File: src/rtl/vlp_pkg.sv
package vlp_pkg;
  typedef enum logic [1:0] {
    SLOT_OPC  = 2'd0,
    SLOT_DST  = 2'd1,
    SLOT_SRC1 = 2'd2,
    SLOT_SRC2 = 2'd3
  } vlp_slot_e;
endpackage

File: src/rtl/vlp_rst_sync.sv
module vlp_rst_sync #(
  parameter int STAGES = 2
) (
  input  logic clk,
  input  logic arst_n,
  output logic srst_n
);
  logic [STAGES-1:0] sync_q;
  logic [STAGES-1:0] sync_d;

  always_comb sync_d = {sync_q[STAGES-2:0], 1'b1};

  always_ff @(posedge clk or negedge arst_n) begin
    if (!arst_n) sync_q <= '0;
    else         sync_q <= sync_d;
  end

  assign srst_n = sync_q[STAGES-1];
endmodule

File: src/rtl/vlp_decode.sv
module vlp_decode #(
  parameter int BYTE_W    = 8,
  parameter int THREE_BIT = 7,
  parameter int MEM_BIT   = 6,
  parameter int LEN_W     = 3,
  parameter int LAT_W     = 3,
  parameter int LAT_ALU   = 3,
  parameter int LAT_MEM   = 6
) (
  input  logic [BYTE_W-1:0] opcode,
  output logic              three,
  output logic [LEN_W-1:0]  len,
  output logic [LAT_W-1:0]  lat
);
  localparam int BaseLen = 3;

  always_comb begin
    three = opcode[THREE_BIT];
    len   = three ? LEN_W'(BaseLen + 1) : LEN_W'(BaseLen);
    lat   = opcode[MEM_BIT] ? LAT_W'(LAT_MEM) : LAT_W'(LAT_ALU);
  end
endmodule

File: src/rtl/vlp_frame.sv
module vlp_frame
  import vlp_pkg::*;
(
  input  logic       clk,
  input  logic       rst_n,
  input  logic       in_valid,
  input  logic       out_ready,
  input  logic       opc_three,
  output logic       in_ready,
  output logic       out_valid,
  output logic [3:0] slot_we
);
  vlp_slot_e slot_q, slot_d;
  logic      ov_q, ov_d;
  logic      take, last;

  always_comb begin
    in_ready = ~ov_q;
    take     = in_valid & in_ready;
    last     = (slot_q == SLOT_SRC2) | ((slot_q == SLOT_SRC1) & ~opc_three);
    slot_d   = slot_q;
    slot_we  = '0;
    if (take) begin
      case (slot_q)
        SLOT_OPC:  begin slot_we[0] = 1'b1; slot_d = SLOT_DST; end
        SLOT_DST:  begin slot_we[1] = 1'b1; slot_d = SLOT_SRC1; end
        SLOT_SRC1: begin slot_we[2] = 1'b1; slot_d = opc_three ? SLOT_SRC2 : SLOT_OPC; end
        default:   begin slot_we[3] = 1'b1; slot_d = SLOT_OPC; end
      endcase
    end
    ov_d = ov_q;
    if (take && last)         ov_d = 1'b1;
    else if (ov_q && out_ready) ov_d = 1'b0;
  end

  always_ff @(posedge clk or negedge rst_n) begin
    if (!rst_n) begin
      slot_q <= SLOT_OPC;
      ov_q   <= 1'b0;
    end else begin
      slot_q <= slot_d;
      ov_q   <= ov_d;
    end
  end

  assign out_valid = ov_q;
endmodule

File: src/rtl/vlp_fields.sv
module vlp_fields #(
  parameter int BYTE_W = 8,
  parameter int SLOTS  = 4
) (
  input  logic                    clk,
  input  logic                    rst_n,
  input  logic [SLOTS-1:0]        we,
  input  logic                    clr_last,
  input  logic [BYTE_W-1:0]       din,
  output logic [SLOTS*BYTE_W-1:0] fields
);
  for (genvar i = 0; i < SLOTS; i++) begin : g_slot
    logic [BYTE_W-1:0] q, d;
    logic              en;

    if (i == SLOTS-1) begin : g_opt
      always_comb begin
        en = we[i] | clr_last;
        d  = we[i] ? din : '0;
      end
    end else begin : g_fix
      always_comb begin
        en = we[i];
        d  = din;
      end
    end

    always_ff @(posedge clk or negedge rst_n) begin
      if (!rst_n)  q <= '0;
      else if (en) q <= d;
    end

    assign fields[i*BYTE_W +: BYTE_W] = q;
  end
endmodule

File: src/rtl/vlen_parser.sv
module vlen_parser #(
  parameter int BYTE_W    = 8,
  parameter int THREE_BIT = 7,
  parameter int MEM_BIT   = 6,
  parameter int LEN_W     = 3,
  parameter int LAT_W     = 3,
  parameter int LAT_ALU   = 3,
  parameter int LAT_MEM   = 6
) (
  input  logic              clk,
  input  logic              rst_n,
  input  logic              in_valid,
  output logic              in_ready,
  input  logic [BYTE_W-1:0] in_byte,
  output logic              out_valid,
  input  logic              out_ready,
  output logic [BYTE_W-1:0] out_opcode,
  output logic [BYTE_W-1:0] out_dst,
  output logic [BYTE_W-1:0] out_src1,
  output logic [BYTE_W-1:0] out_src2,
  output logic              out_three,
  output logic [LEN_W-1:0]  out_len,
  output logic [LAT_W-1:0]  out_lat
);
  localparam int Slots = 4;

  logic                    srst_n;
  logic [Slots-1:0]        slot_we;
  logic [Slots*BYTE_W-1:0] fields;

  vlp_rst_sync #(.STAGES(2)) u_rst (
    .clk(clk), .arst_n(rst_n), .srst_n(srst_n)
  );

  vlp_decode #(
    .BYTE_W(BYTE_W), .THREE_BIT(THREE_BIT), .MEM_BIT(MEM_BIT),
    .LEN_W(LEN_W), .LAT_W(LAT_W), .LAT_ALU(LAT_ALU), .LAT_MEM(LAT_MEM)
  ) u_dec (
    .opcode(out_opcode), .three(out_three), .len(out_len), .lat(out_lat)
  );

  vlp_frame u_frame (
    .clk(clk), .rst_n(srst_n), .in_valid(in_valid), .out_ready(out_ready),
    .opc_three(out_three), .in_ready(in_ready), .out_valid(out_valid),
    .slot_we(slot_we)
  );

  vlp_fields #(.BYTE_W(BYTE_W), .SLOTS(Slots)) u_fields (
    .clk(clk), .rst_n(srst_n), .we(slot_we), .clr_last(slot_we[0]),
    .din(in_byte), .fields(fields)
  );

  assign out_opcode = fields[0*BYTE_W +: BYTE_W];
  assign out_dst    = fields[1*BYTE_W +: BYTE_W];
  assign out_src1   = fields[2*BYTE_W +: BYTE_W];
  assign out_src2   = fields[3*BYTE_W +: BYTE_W];
endmodule

File: config.mk
export PLATFORM = sky130hd
export DESIGN_NAME = vlen_parser
export DESIGN_NICKNAME = d
export VERILOG_FILES = /design/src/rtl/vlp_pkg.sv /design/src/rtl/vlp_rst_sync.sv /design/src/rtl/vlp_decode.sv /design/src/rtl/vlp_frame.sv /design/src/rtl/vlp_fields.sv /design/src/rtl/vlen_parser.sv
export SDC_FILE = /design/constraint.sdc
export NUM_CORES = 1
export LEC_CHECK = 0
export ABC_CLOCK_PERIOD_IN_PS = 1300
export BUFFER_PORTS_ARGS = -buffer_cell sky130_fd_sc_hd__buf_2
export CORE_ASPECT_RATIO = 0.7
export CORE_MARGIN = 1.5
export CORE_UTILIZATION = 45
export DETAILED_ROUTE_END_ITERATION = 10
export PLACE_DENSITY = 0.77
export SLEW_MARGIN = 30
export SYNTH_ARGS = -nofsm -noshare
export SYNTH_HDL_FRONTEND = slang
export SYNTH_SLANG_ARGS = --single-unit
export TNS_END_PERCENT = 20
File: constraint.sdc
create_clock -name clk -period 1.3 [get_ports clk]
set_input_delay 0.13 -clock clk [delete_from_list [all_inputs] [get_ports clk]]
set_output_delay 0.13 -clock clk [all_outputs]
set_load 0.05 [all_outputs]
==> impl_summary.txt <==
----------------------------------------------------
[Detailed routing]
  Number of violations reported at the end of detailed-routing iteration 0 ... 63
  Routed wire length ... 3.64 mm
  Number of remaining DRC errors ... 0
  DR WL/cell ... 16.1 um
  Number of vias per cell ... 5.07
  Detailed Routing Iterations Pass 1 ... 4
  Antenna-violating nets left ... 0
  Via count ... 1146

[Floorplan]
  Row cnt ... 17
  Area enclosed by the die boundary ... 3870 sq um
  Top-level port count ... 53
  Die W ... 73.7 um
  Core ar. ... 3230 sq um
  Initial cell density of the core ... 48.7%
  Die height ... 52.5 um

[Timing]
  Max-slew violation count ... 0
  Fin Setup TNS ... -1.51 ns
  Largest clock skew in the final design ... between 0.005 and 0.006 ns
  Final number of hold-violating endpoints ... 0
  Min cycle time layout ... 1.42 ns
  Final setup slack of the worst path ... -0.119 ns
  Part of the cycle the worst path needs ... 109%
  Setup repair after global routing missed its margin ... true
  Fmax ... about 700 MHz
  Count of endpoints failing setup in the final report ... 24

[GRT]
  Pin count of the biggest net entering global routing ... 16
  Wire length of the first global-routing pass ... just under 6 mm
  Total congestion overflow ... 0
  Total track usage ... 21.4%
  Number of antenna violations at the first check in global routing ... 0
  GR met3 Demand/Resource ... 6.15%
  GRT met1 Usage ... around 28%
  Number of global-route vias before repair ... 1144
  Most crowded layer after global routing ... met2
  Met2 track utilization from global routing ... between 30 and 40%

[Yosys]
  Cell types with the highest counts after synthesis ... 37 x sky130_fd_sc_hd__dfrtp_1, 22 x sky130_fd_sc_hd__mux2_2, 9 x sky130_fd_sc_hd__nand2_1
  Cells taking the most area after synthesis ... sky130_fd_sc_hd__dfrtp_1 59%, sky130_fd_sc_hd__mux2_2 16%, sky130_fd_sc_hd__a22o_1 4.4%, sky130_fd_sc_hd__o2bb2ai_1 4.4%, sky130_fd_sc_hd__buf_4 2.4%
  Most frequently used cell type in the post-synthesis netlist ... sky130_fd_sc_hd__dfrtp_1
  Gate count of the mapped netlist ... 114
  Avg Synthesized Cell Area ... 13.8 sq um
  Cell area after technology mapping ... between 1500 and 2000 sq um
  Top cell type by total area after synthesis ... sky130_fd_sc_hd__dfrtp_1
  Area share of the largest cell type after synthesis ... 58.8%
  Sequential-to-total area share from yosys stat ... 58.8%
  Distinct cells, synth ... 23
  Yosys reg bits ... 37
  Ys flop type ... sky130_fd_sc_hd__dfrtp_1
  Number of enable flip-flop cells after synthesis ... 0
  Synth warn ... 0
  Fraction of registers with async set/reset ... 100%

[Worst setup path]
  Critical Path End Type ... register
  Origin of the worst setup path ... u_frame.out_valid
  FF-to-FF setup slack ... -0.12 ns
  Data arrival time of the critical path ... between 1.5 and 2 ns
  Cell count of the worst reg-to-reg path ... 4
  Critical path start-end classification ... register to register
  CP endpoint ... u_fields.g_slot[2].q[1]
  Largest fanout on the critical path ... 4
  Critical register-to-register path startpoint ... u_frame.out_valid
  Startpoint Class ... register
  Data required, critical path ... 1.47 ns
  FF-to-FF End ... u_fields.g_slot[2].q[1]

[Clock tree]
  Number of buffers created by CTS ... 5
  Number of H-tree levels ... 2
  CTS tree ... built
  Number of sinks handled by clock tree synthesis ... 37
  Worst skew pair latency ... 0.29 ns
  Clock transition at path regs ... 0.07 ns
  Clock buffer depth ... 2
  Root Buffer Master ... sky130_fd_sc_hd__clkbuf_8

[Flow run]
  Maxcap violations ... 0

[Placement]
  Area of placed instances ... around 1900 sq um
  Final Wtd Congestion ... 0.820
  Port bufs ... approximately 50
  Detailed Place HPWL ... about 2.7 mm

[Cells and area]
  Cell area after layout ... 2090 sq um
  Share of cells above drive strength 1 ... 58.1%
  Number of nets in the final layout ... 190
  Signed area change from the synthesized netlist to the final layout ... 32.4%
  Ant. Diodes ... 0

[Min path]
  Worst hold-check path type ... primary input to register

[Outcome]
  Violated checks ... negative setup slack
  Run status ... finished, violations left

----------------------------------------------------
final cells by class:
| type | count | area [sq um] |
|---|---|---|
| Clock buffer | 8 | 80.1 |
| Fill cell | 271 | 1150 |
| Inverter | 4 | 15.0 |
| Timing Repair Buffer | 67 | 400 |
| Sequential cell | 37 | 928 |
| Multi-Input combinational cell | 63 | 603 |
| Tap cell | 47 | 58.8 |
per-stage QoR:
step,setup WS [ns],std cells,util (%),hold WS [ns]
2_1_floorplan,-0.277,115,-,-0.166
3_3_place_gp,-0.0882,217,60.1,-0.0844
3_5_place_dp,-0.149,217,60.1,-0.0831
4_1_cts,-0.114,226,64.5,0.0609
5_1_grt,-0.152,226,64.5,0.0912
6_report,-0.119,226,64.5,0.0603
how the worst min path moves through the flow:
stage | to | cells after the start | start | slack (ns)
global placement | u_rst.sync_q[0] | 1 | rst_n | -0.08
floorplan | u_rst.sync_q[0] | 0 | rst_n | -0.17
global route | u_frame.out_valid | 2 | out_ready | 0.09
finish | u_frame.out_valid | 2 | out_ready | 0.06
detailed placement | u_rst.sync_q[0] | 1 | rst_n | -0.08
CTS | u_frame.out_valid | 2 | out_ready | 0.06
sequential cells by signal, indices dropped and copies added (netlist names):
name,count
u_fields.g_slot.q,32
u_frame.out_valid,1
u_frame.slot_q,2
u_rst.sync_q,2
routing by layer:
layer / up-vias / routed length (um)
li1: 521 / -
met1: 567 / 1600
met2: 53 / 1740
met3: 5 / 269
met4: 0 / 40
met5: - / 0
placed cells by master (no fill, tap or decap), types with 2 or more instances in the layout:
cell and count:
sky130_fd_sc_hd__inv_1 3, sky130_fd_sc_hd__clkbuf_8 5, sky130_fd_sc_hd__nand2_1 9, sky130_fd_sc_hd__mux2_2 16
sky130_fd_sc_hd__clkbuf_1 3, sky130_fd_sc_hd__buf_4 13, sky130_fd_sc_hd__a22o_1 8, sky130_fd_sc_hd__nor3_4 2
sky130_fd_sc_hd__buf_2 50, sky130_fd_sc_hd__conb_1 2, sky130_fd_sc_hd__o21ai_0 2, sky130_fd_sc_hd__o2bb2ai_1 8
sky130_fd_sc_hd__dfrtp_1 35, sky130_fd_sc_hd__mux2_4 8, sky130_fd_sc_hd__buf_6 2, sky130_fd_sc_hd__dfrtp_2 2
critical path, cell delays in order, from the launching register on:
cell                      delay [ns]
sky130_fd_sc_hd__dfrtp_2        0.42
sky130_fd_sc_hd__and2b_4        0.25
sky130_fd_sc_hd__and3_4         0.20
sky130_fd_sc_hd__buf_6          0.13
sky130_fd_sc_hd__mux2_4         0.30
kinds of logic after synthesis:
family | share of synthesized area, %
and+or+nand+nor | 6.83
buffers and inverters | 5.88
other | 0.238
muxes | 17.2
AOI/OAI and AO/OA | 11.1
DFF | 58.8
what timing repair did:
item                                    in CTS  in global routing
endpoints found under the setup margin      33                 25
buffers inserted                             0                  0
pin swaps                                    0                  1
resized for setup                           14                  0
hold buffers                                 1                  0
endpoints found under the hold margin        2                  0
cloned                                       0                  0
Power is left out: the tool's default activity adds up to more than one toggle a clock period on the data nets, which glitch-free logic cannot reach.
